**src/rtl/cfg_port_pkg.sv**
```systemverilog
package cfg_port_pkg;
  localparam logic [7:0] KEY_OPEN   = 8'h55;
  localparam logic [7:0] KEY_CLOSE  = 8'hAA;
  localparam logic [7:0] IX_LDN     = 8'h07;
  localparam logic [7:0] IX_REV     = 8'h1C;
  localparam logic [7:0] IX_SUBID   = 8'h1D;
  localparam logic [7:0] IX_ID_LO   = 8'h1E;
  localparam logic [7:0] IX_ID_HI   = 8'h1F;
  localparam logic [7:0] IX_LEGACY  = 8'h20;
  localparam logic [7:0] IX_MODE    = 8'h24;
  localparam logic [7:0] IX_GLB_TOP = 8'h2F;
  localparam logic [7:0] IX_ACT     = 8'h30;
  localparam logic [7:0] LEGACY_VAL = 8'hFE;
  localparam logic [7:0] EMPTY_RD   = 8'hFF;
  localparam int         SIRQ_BIT   = 2;

  typedef enum logic { WIN_LOCKED = 1'b0, WIN_OPEN = 1'b1 } win_state_e;
endpackage

```
**src/rtl/cfg_key_fsm.sv**
```systemverilog
module cfg_key_fsm
  import cfg_port_pkg::*;
(
  input  logic       clk,
  input  logic       rst,
  input  logic       base_wr,
  input  logic [7:0] wdata,
  output logic       open
);
  win_state_e st_q;

  always_ff @(posedge clk) begin
    if (rst) st_q <= WIN_LOCKED;
    else if (base_wr) begin
      case (st_q)
        WIN_LOCKED: if (wdata == KEY_OPEN)  st_q <= WIN_OPEN;
        WIN_OPEN:   if (wdata == KEY_CLOSE) st_q <= WIN_LOCKED;
        default:    st_q <= WIN_LOCKED;
      endcase
    end
  end

  assign open = (st_q == WIN_OPEN);

  a_r2_no_false_open: assert property (@(posedge clk) disable iff (rst)
    (!open && !(base_wr && wdata == KEY_OPEN)) |=> !open);
  a_r3_close_on_key: assert property (@(posedge clk) disable iff (rst)
    (open && base_wr && wdata == KEY_CLOSE) |=> !open);
  a_r3_stay_open: assert property (@(posedge clk) disable iff (rst)
    (open && !(base_wr && wdata == KEY_CLOSE)) |=> open);
endmodule

```
**src/rtl/cfg_global_regs.sv**
```systemverilog
module cfg_global_regs
  import cfg_port_pkg::*;
#(
  parameter logic [7:0]  REV_ID = 8'h01,
  parameter logic [7:0]  SUB_ID = 8'h10,
  parameter logic [15:0] DEV_ID = 16'h0002
) (
  input  logic       clk,
  input  logic       rst,
  input  logic [7:0] idx,
  input  logic       wr,
  input  logic [7:0] wdata,
  output logic [7:0] rdata,
  output logic [7:0] ldn,
  output logic       serirq_en
);
  logic [7:0] ldn_q;
  logic       sirq_q;

  always_ff @(posedge clk) begin
    if (rst) begin
      ldn_q  <= 8'h00;
      sirq_q <= 1'b1;
    end else if (wr) begin
      if (idx == IX_LDN)  ldn_q  <= wdata;
      if (idx == IX_MODE) sirq_q <= wdata[SIRQ_BIT];
    end
  end

  always_comb begin
    rdata = 8'h00;
    case (idx)
      IX_LDN:    rdata = ldn_q;
      IX_REV:    rdata = REV_ID;
      IX_SUBID:  rdata = SUB_ID;
      IX_ID_LO:  rdata = DEV_ID[7:0];
      IX_ID_HI:  rdata = DEV_ID[15:8];
      IX_LEGACY: rdata = LEGACY_VAL;
      IX_MODE:   rdata[SIRQ_BIT] = sirq_q;
      default:   rdata = 8'h00;
    endcase
  end

  assign ldn       = ldn_q;
  assign serirq_en = sirq_q;

  a_r5_ldn_hold: assert property (@(posedge clk) disable iff (rst)
    !wr |=> $stable(ldn));
  a_r8_sirq_hold: assert property (@(posedge clk) disable iff (rst)
    !wr |=> $stable(serirq_en));
endmodule

```
**src/rtl/cfg_dev_bank.sv**
```systemverilog
module cfg_dev_bank
  import cfg_port_pkg::*;
#(
  parameter int NUM_LDN = 32,
  localparam int SEL_W  = (NUM_LDN > 1) ? $clog2(NUM_LDN) : 1
) (
  input  logic               clk,
  input  logic               rst,
  input  logic [7:0]         ldn,
  input  logic [7:0]         idx,
  input  logic               wr,
  input  logic [7:0]         wdata,
  input  logic               ext_claim,
  input  logic [7:0]         ext_rdata,
  output logic [7:0]         rdata,
  output logic               ext_wr,
  output logic [NUM_LDN-1:0] active
);
  logic             ldn_ok;
  logic [SEL_W-1:0] sel;
  logic             act_wr;

  assign ldn_ok = ({1'b0, ldn} < 9'(NUM_LDN));
  assign sel    = ldn[SEL_W-1:0];
  assign act_wr = wr && ldn_ok && (idx == IX_ACT);
  assign ext_wr = wr && ldn_ok && (idx != IX_ACT);

  for (genvar g = 0; g < NUM_LDN; g++) begin : g_act
    always_ff @(posedge clk) begin
      if (rst) active[g] <= 1'b0;
      else if (act_wr && sel == SEL_W'(g)) active[g] <= wdata[0];
    end
  end

  always_comb begin
    if (!ldn_ok)              rdata = EMPTY_RD;
    else if (idx == IX_ACT)   rdata = {7'b0, active[sel]};
    else if (ext_claim)       rdata = ext_rdata;
    else                      rdata = EMPTY_RD;
  end

  a_r9_act_hold: assert property (@(posedge clk) disable iff (rst)
    !wr |=> $stable(active));
  a_r9_one_bit_per_write: assert property (@(posedge clk) disable iff (rst)
    wr |=> $countones(active ^ $past(active)) <= 1);
endmodule

```
**src/rtl/cfg_port_ctrl.sv**
```systemverilog
module cfg_port_ctrl
  import cfg_port_pkg::*;
#(
  parameter int          ADDR_W  = 16,
  parameter int          NUM_LDN = 32,
  parameter logic [7:0]  REV_ID  = 8'h01,
  parameter logic [7:0]  SUB_ID  = 8'h10,
  parameter logic [15:0] DEV_ID  = 16'h0002
) (
  input  logic               clk,
  input  logic               rst,
  input  logic [ADDR_W-1:0]  port_base,
  input  logic [ADDR_W-1:0]  io_addr,
  input  logic               io_wr,
  input  logic               io_rd,
  input  logic [7:0]         io_wdata,
  output logic [7:0]         io_rdata,
  output logic               io_rvalid,
  output logic               cfg_mode,
  output logic               serirq_en,
  output logic [NUM_LDN-1:0] dev_active,
  output logic [7:0]         dev_ldn,
  output logic [7:0]         dev_idx,
  output logic               dev_wr,
  output logic [7:0]         dev_wdata,
  input  logic               dev_claim,
  input  logic [7:0]         dev_rdata
);
  logic       hit_idx, hit_dat, base_wr, data_wr, glb_sel;
  logic [7:0] idx_q, glb_rdata, bank_rdata;

  assign hit_idx = (io_addr == port_base);
  assign hit_dat = (io_addr == port_base + ADDR_W'(1));
  assign base_wr = io_wr && hit_idx;
  assign data_wr = cfg_mode && io_wr && hit_dat;
  assign glb_sel = (idx_q <= IX_GLB_TOP);

  cfg_key_fsm u_key (
    .clk(clk), .rst(rst), .base_wr(base_wr), .wdata(io_wdata), .open(cfg_mode)
  );

  always_ff @(posedge clk) begin
    if (rst) idx_q <= 8'h00;
    else if (cfg_mode && base_wr && io_wdata != KEY_CLOSE) idx_q <= io_wdata;
  end

  cfg_global_regs #(.REV_ID(REV_ID), .SUB_ID(SUB_ID), .DEV_ID(DEV_ID)) u_glb (
    .clk(clk), .rst(rst), .idx(idx_q), .wr(data_wr && glb_sel),
    .wdata(io_wdata), .rdata(glb_rdata), .ldn(dev_ldn), .serirq_en(serirq_en)
  );

  cfg_dev_bank #(.NUM_LDN(NUM_LDN)) u_bank (
    .clk(clk), .rst(rst), .ldn(dev_ldn), .idx(idx_q), .wr(data_wr && !glb_sel),
    .wdata(io_wdata), .ext_claim(dev_claim), .ext_rdata(dev_rdata),
    .rdata(bank_rdata), .ext_wr(dev_wr), .active(dev_active)
  );

  assign dev_idx   = idx_q;
  assign dev_wdata = io_wdata;

  always_ff @(posedge clk) begin
    if (rst) begin
      io_rdata  <= 8'h00;
      io_rvalid <= 1'b0;
    end else begin
      io_rvalid <= io_rd && (hit_idx || hit_dat);
      if (io_rd && (hit_idx || hit_dat)) begin
        if (!cfg_mode)    io_rdata <= EMPTY_RD;
        else if (hit_idx) io_rdata <= idx_q;
        else if (glb_sel) io_rdata <= glb_rdata;
        else              io_rdata <= bank_rdata;
      end
    end
  end

  a_r1_idx_locked: assert property (@(posedge clk) disable iff (rst)
    !cfg_mode |=> $stable(dev_idx));
  a_r1_locked_reads_ff: assert property (@(posedge clk) disable iff (rst)
    (!cfg_mode && io_rd && (hit_idx || hit_dat)) |=> io_rdata == EMPTY_RD);
  a_r10_fwd_only_open: assert property (@(posedge clk) disable iff (rst)
    dev_wr |-> (cfg_mode && io_wr));
  a_r12_rvalid: assert property (@(posedge clk) disable iff (rst)
    (io_rd && (hit_idx || hit_dat)) |=> io_rvalid);
endmodule

```
**config.mk**
```make
export PLATFORM = sky130hd
export DESIGN_NAME = cfg_port_ctrl
export DESIGN_NICKNAME = d
export VERILOG_FILES = /design/src/rtl/cfg_port_pkg.sv /design/src/rtl/cfg_key_fsm.sv /design/src/rtl/cfg_global_regs.sv /design/src/rtl/cfg_dev_bank.sv /design/src/rtl/cfg_port_ctrl.sv
export SDC_FILE = /design/constraint.sdc
export NUM_CORES = 1
export LEC_CHECK = 0
export BUFFER_PORTS_ARGS = -buffer_cell sky130_fd_sc_hd__buf_2
export CAP_MARGIN = 0
export CELL_PAD_IN_SITES_DETAIL_PLACEMENT = 0
export CELL_PAD_IN_SITES_GLOBAL_PLACEMENT = 1
export CORE_MARGIN = 2
export CORE_UTILIZATION = 41
export CTS_CLUSTER_SIZE = 16
export DETAILED_ROUTE_END_ITERATION = 8
export PLACE_DENSITY = 0.85
export SYNTH_ARGS = -nofsm -noshare
export SYNTH_HDL_FRONTEND = slang
export SYNTH_SLANG_ARGS = --single-unit
```
**constraint.sdc**
```tcl
create_clock -name clk -period 5.3 [get_ports clk]
set_clock_uncertainty 0.2 [all_clocks]
set_input_delay 0.53 -clock clk [delete_from_list [all_inputs] [get_ports clk]]
set_output_delay 0.53 -clock clk [all_outputs]
set_load 0.05 [all_outputs]
```
==> results.toml, run 1 <==
[status]
status = "completed"

[placement]
post-place-ws_ns = 1.75
gp_congestion = 0.884
numPortBuffers = 120
dp_hpwl_mm = 9.18

[critical_path]
crit_type = "in2out"
r2r_cells = 6
crit_path_start_kind = "primary input"
cp_max_fo = 7
r2r_slack_ns = 2.10
cp-end-kind = "output pin"
worstPathRequired_ns = 4.57
worstPathArrival_ns = 2.59

[timing]
timing.fmax_mhz = 302
fin_hold_ws_ns = 0.273
final-hold-violation-count = 0
tightestPinTransition_ns = 0.931
setup_viol = 0
min_period_ns = 3.32
max_slew_margin_pct = 37.9
drv_slew = 0
finalCritPeriodShare_pct = 62.5
final.setup.worst_slack_ns = 1.98
fin_tns_setup_ns = 0
rsz0062_at_grt = "no"

[global_route]
grtUsageTotal_pct = 21.9
grt_max_degree = 77
antenna_found_initial = 0
grt_first_pass_wirelength_mm = 20.8
grt_pass1_vias = 4192
overflow = 0

[clock_network]
insertion_delay_ns = 0.35
cts-root-buf = "clkbuf_8"
cts-htree-levels = 3
post_cts_resized = 0
cts_tree = "built"
holdBufCountCts = 0
cts_setup_buffers = 0
cts.sinks = 59
cts.clk_slew.worst_paths_ns = 0.07
clockBufferDepth = 2
cts_made_buffers = 9

[cells_and_area]
final_common_cell = "buf_2"
drive_above_1_share_pct = 30.3
syn_to_final_growth_pct = 14.2
nFillCells = 1076
multiInputGateArea_um2 = 2950
layout_common_cells = "buf_2 (120), dfxtp_1 (59), a21oi_1 (53), nand3_1 (40), nor3_1 (37)"
seq_area_um2 = 1180
diodes = 0
finalNetCount = 653

[synthesis]
syn_area_per_cell_um2 = 8.57
syn-num-nets = 578
synth_edf_count = 0
syn-instance-count = 524
netlist-cell-type-count = 66
syn_area_um2 = 4490
yosysWarningCount = 0
synth.top_cell.area_share_pct = 26.3
seq_area_frac_synth_pct = 26.3
ys_top_cells_by_area = "dfxtp_1 (26%), a21oi_1 (5.9%), mux2i_1 (5.6%), o41ai_2 (4.7%), nand3_1 (4.5%)"
ys_seq_elements = 59
ys.flop_type = "dfxtp_1"
async_reset_ff_share_pct = 0
synth_top_cell_by_area = "dfxtp_1"

[power_and_ir_drop]
ir_worst_vdd_v = 0.000133
p_per_area_nw_per_um2 = 185
finalPower_mw = 0.947
p_leak_nw = 1.95

[floorplanning]
rows = 38
start_util_pct = 41.8
ios = 121
dieArea_um2 = 11800
die_height_um = 109
coreArea_um2 = 10700
fp.dieW_um = 109

[drt]
vias = 4552
wl_per_cell_um = 17.7
drc = 0
ant_nets = 0
wl_mm = 13.1
viasPerCell = 6.14
drt_pass1_iterations = 5
drtIter0Drc = 386

[worst_hold_path]
min_path_cells = 2
hold_path.class = "reg2reg"

[job]
cap_violations = 0
[metal layers]
metal	share of wire, %	global-route usage (%)
met5	0	0
met4	2.2	8.06
met3	6.5	4.42
met2	48	36.3
met1	43	28.3
[final cells by class]
class / instances / share of cell area, %
flip-flops and latches: 59 / 23.0
well taps: 140 / 3.42
multi-input cells: 399 / 57.5
inverters: 6 / 0.439
clock buffers: 9 / 2.42
clock inverters: 4 / 0.879
repair buffers: 124 / 12.3
[registers in the layout, summed over array words and instances (netlist names)]
register	flops
io_rvalid	1
u_bank.active	32
u_glb.ldn	8
u_key.open	1
dev_idx	8
io_rdata	8
u_glb.serirq_en	1
[metrics by stage]
| stage | cell area, um^2 | std cells | util, % |
|---|---|---|---|
| floorplan | 4490 | 524 | - |
| global placement | 4960 | 728 | 46.1 |
| detailed placement | 4960 | 728 | 46.1 |
| CTS | 5120 | 741 | 47.7 |
| global route | 5120 | 741 | 47.7 |
| finish | 5120 | 741 | 47.7 |
[worst paths after layout]
path | startpoint | to
hold / removal | u_bank.active[29] | u_bank.active[29]
setup / recovery | port_base[0] | dev_wr
setup reg to reg | dev_idx[5] | io_rdata[0]
hold reg to reg | u_bank.active[29] | u_bank.active[29]
[critical path, cell delays in order]
cell       delay (ns)
buf_2            0.14
ha_1             0.30
nor3b_1          0.22
a211oi_1         0.08
o31a_1           0.29
nor4_1           0.28
o2111ai_1        0.17
nor3_1           0.27
buf_2            0.31
[cell families after synthesis]
kind of cell / count (synthesis) / share of synthesized area (%)
compound gates: 126 / 21.8
xor+xnor: 23 / 4.49
fa+ha+maj: 1 / 0.279
buf+inv: 66 / 8.05
flops: 59 / 26.3
mux: 42 / 12.3
simple gates: 207 / 26.8
[report_power, final]
group          switching (mW)  total (mW)  leakage (nW)  internal [mW]
Combinational          0.0784       0.123          1.38         0.0442
Clock                   0.174       0.381        0.0906          0.206
Sequential         0.00000188       0.443         0.475          0.443
[synth_stat cells (3+ instances only)]
library cell  number
buf_6              8
nand4b_1           3
o41ai_2           13
nand2b_1          18
o41ai_1           19
o2111ai_1          3
nor2b_1           16
nor2_1            20
mux2_4             8
mux2i_1           25
a21oi_1           53
nand2_1           18
or3_1              3
a221oi_1           3
nor4b_1            5
mux4_2             7
buf_1              6
a211oi_2           3
inv_1              6
dfxtp_1           59
clkbuf_1          23
buf_2             12
nor3_1            37
nor4_2             3
nand3_1           40
o21ai_0           10
nand4_1           12
buf_4             10
nor3b_1            6
nor4_1             8
xor2_1            12
xnor2_1           11
(Power assumes the default switching activity.)
==> inputs of run 2 (changes only) <==
--- a/config.mk
+++ b/config.mk
@@ -10,10 +10,10 @@
 export CELL_PAD_IN_SITES_DETAIL_PLACEMENT = 0
 export CELL_PAD_IN_SITES_GLOBAL_PLACEMENT = 1
 export CORE_MARGIN = 2
-export CORE_UTILIZATION = 41
+export CORE_UTILIZATION = 39
 export CTS_CLUSTER_SIZE = 16
 export DETAILED_ROUTE_END_ITERATION = 8
-export PLACE_DENSITY = 0.85
+export PLACE_DENSITY = 0.81
 export SYNTH_ARGS = -nofsm -noshare
 export SYNTH_HDL_FRONTEND = slang
 export SYNTH_SLANG_ARGS = --single-unit
==> constraint.sdc (replaced) <==
create_clock -name clk -period 3.1 [get_ports clk]
set_clock_uncertainty 0.2 [all_clocks]
set_input_delay 0.31 -clock clk [delete_from_list [all_inputs] [get_ports clk]]
set_output_delay 0.31 -clock clk [all_outputs]
set_load 0.05 [all_outputs]
==> results.toml, run 2 (same netlist as run 1, synthesis figures left out) <==
[job]
cap_violations = 0

[critical_path]
critPathTopFamily = "simple AND/OR/NAND/NOR gates"
crit_type = "in2out"
worstPathRequired_ns = 2.59
cp.depth = 10
path_buf_inv = 3
crit_start = "port_base[0]"
cp-end-kind = "output pin"
r2r_cells = 6
critical_path.max_stage_delay_ns = 0.31
slowest_stage = "nor4_1"
crit_path_cell_trace = "buf_2 -> ha_1 -> buf_4 -> nor3b_1 -> a211oi_1 -> o31a_1 -> nor4_1 -> o2111ai_1 -> nor3_2 -> clkbuf_4"
crit_path_start_kind = "primary input"
rr_startpoint = "dev_idx[4]"
worstPathArrival_ns = 2.34
cp_max_fo = 6

[timing]
final.setup.worst_slack_ns = 0.254
setup_viol = 0
min_period_ns = 2.85
fin_tns_setup_ns = 0
final-hold-violation-count = 0
tightestPinTransition_ns = 0.720
max_slew_margin_pct = 52.0
rsz0062_at_grt = "no"
timing.fmax_mhz = 351
finalCritPeriodShare_pct = 91.8
fin_hold_ws_ns = 0.0808
drv_slew = 0

[cells_and_area]
layout_common_cells = "buf_2 (119), dfxtp_1 (59), a21oi_1 (53), nand3_1 (40), nor3_1 (36)"
finalNetCount = 672
regMostFlops = "u_bank.active"
fin_area_um2 = 5470
fin_cells = 766
largest_reg_flops = 32
final_common_cell = "buf_2"
diodes = 0
post-route-util_pct = 48.4
drive_above_1_share_pct = 32.9
syn_to_final_growth_pct = 21.9

[global_route]
grtUsageTotal_pct = 22.0
overflow = 0
grt_first_pass_wirelength_mm = 22.8
grt_max_degree = 46
grt_pass1_vias = 4457
antenna_found_initial = 0

[drt]
drt_pass1_iterations = 5
wl_mm = 13.7
wl_per_cell_um = 17.9
ant_nets = 0
viasPerCell = 5.92
vias = 4533
drtIter0Drc = 468
drc = 0

[placement]
dpl.cell_count = 750
numPortBuffers = 120
dpl_cell_area_um2 = 5120
gp_congestion = 0.863
post-place-ws_ns = 0.102
dp_hpwl_mm = 9.71

[status]
status = "completed"

[clock_network]
cts_made_buffers = 9
clockBufferDepth = 2
cts-root-buf = "clkbuf_16"
cts-htree-levels = 3
insertion_delay_ns = 0.33
cts.sinks = 59
cts_tree = "built"
cts.clk_slew.worst_paths_ns = 0.06

[worst_hold_path]
min_path_cells = 3
hold_path.class = "in2reg"
min_from = "io_wdata[5]"

[power_and_ir_drop]
p_per_area_nw_per_um2 = 392
finalPower_mw = 2.14
p_leak_nw = 2.13
ir_worst_vdd_v = 0.000214

[floorplanning]
coreArea_um2 = 11300
ios = 121
dieArea_um2 = 12400
fp.dieW_um = 111
die_height_um = 111
start_util_pct = 39.7
rows = 39
-- run 2: area by class of cell --
type	instances	area, um^2
Fill cell	1155	5850
Sequential cell	59	1180
Timing Repair Buffer	143	788
Clock inverter	6	113
Inverter	6	22.5
Multi-Input combinational cell	399	2950
Tap cell	143	179
Clock buffer	10	239
-- run 2: worst paths after layout --
| path | end | slack, ns |
|---|---|---|
| setup / recovery | dev_wr | 0.25 |
| hold / removal | u_glb.ldn[5] | 0.08 |
| setup reg to reg | u_bank.active[12] | 0.38 |
| hold reg to reg | u_bank.active[1] | 0.27 |
-- run 2: tightest hold or removal path, stage by stage --
cell	delay (ns)
buf_2	0.13
nand2b_1	0.07
mux2i_1	0.06
-- run 2: what timing repair did --
| action | CTS | global route |
|---|---|---|
| endpoints found under the setup margin | 0 | 1 |
| hold buffers | 0 | 0 |
| gates resized for setup | 0 | 1 |
| buffers inserted | 0 | 0 |
-- run 2: routing by layer --
metal	track usage (%)	vias up	wire, um
li1	-	2177	-
met1	29.9	2174	6270
met2	36.6	161	6640
met3	3.34	21	638
met4	5.93	0	183
met5	0	-	0
-- run 2: power by group --
| group | total, mW | leakage, nW | switching (mW) | internal (mW) |
|---|---|---|---|---|
| logic | 0.212 | 1.48 | 0.135 | 0.0771 |
| clock network | 1.17 | 0.173 | 0.364 | 0.808 |
| registers | 0.759 | 0.475 | 0.00000307 | 0.759 |
| total | 2.14 | 2.13 | 0.500 | 1.64 |
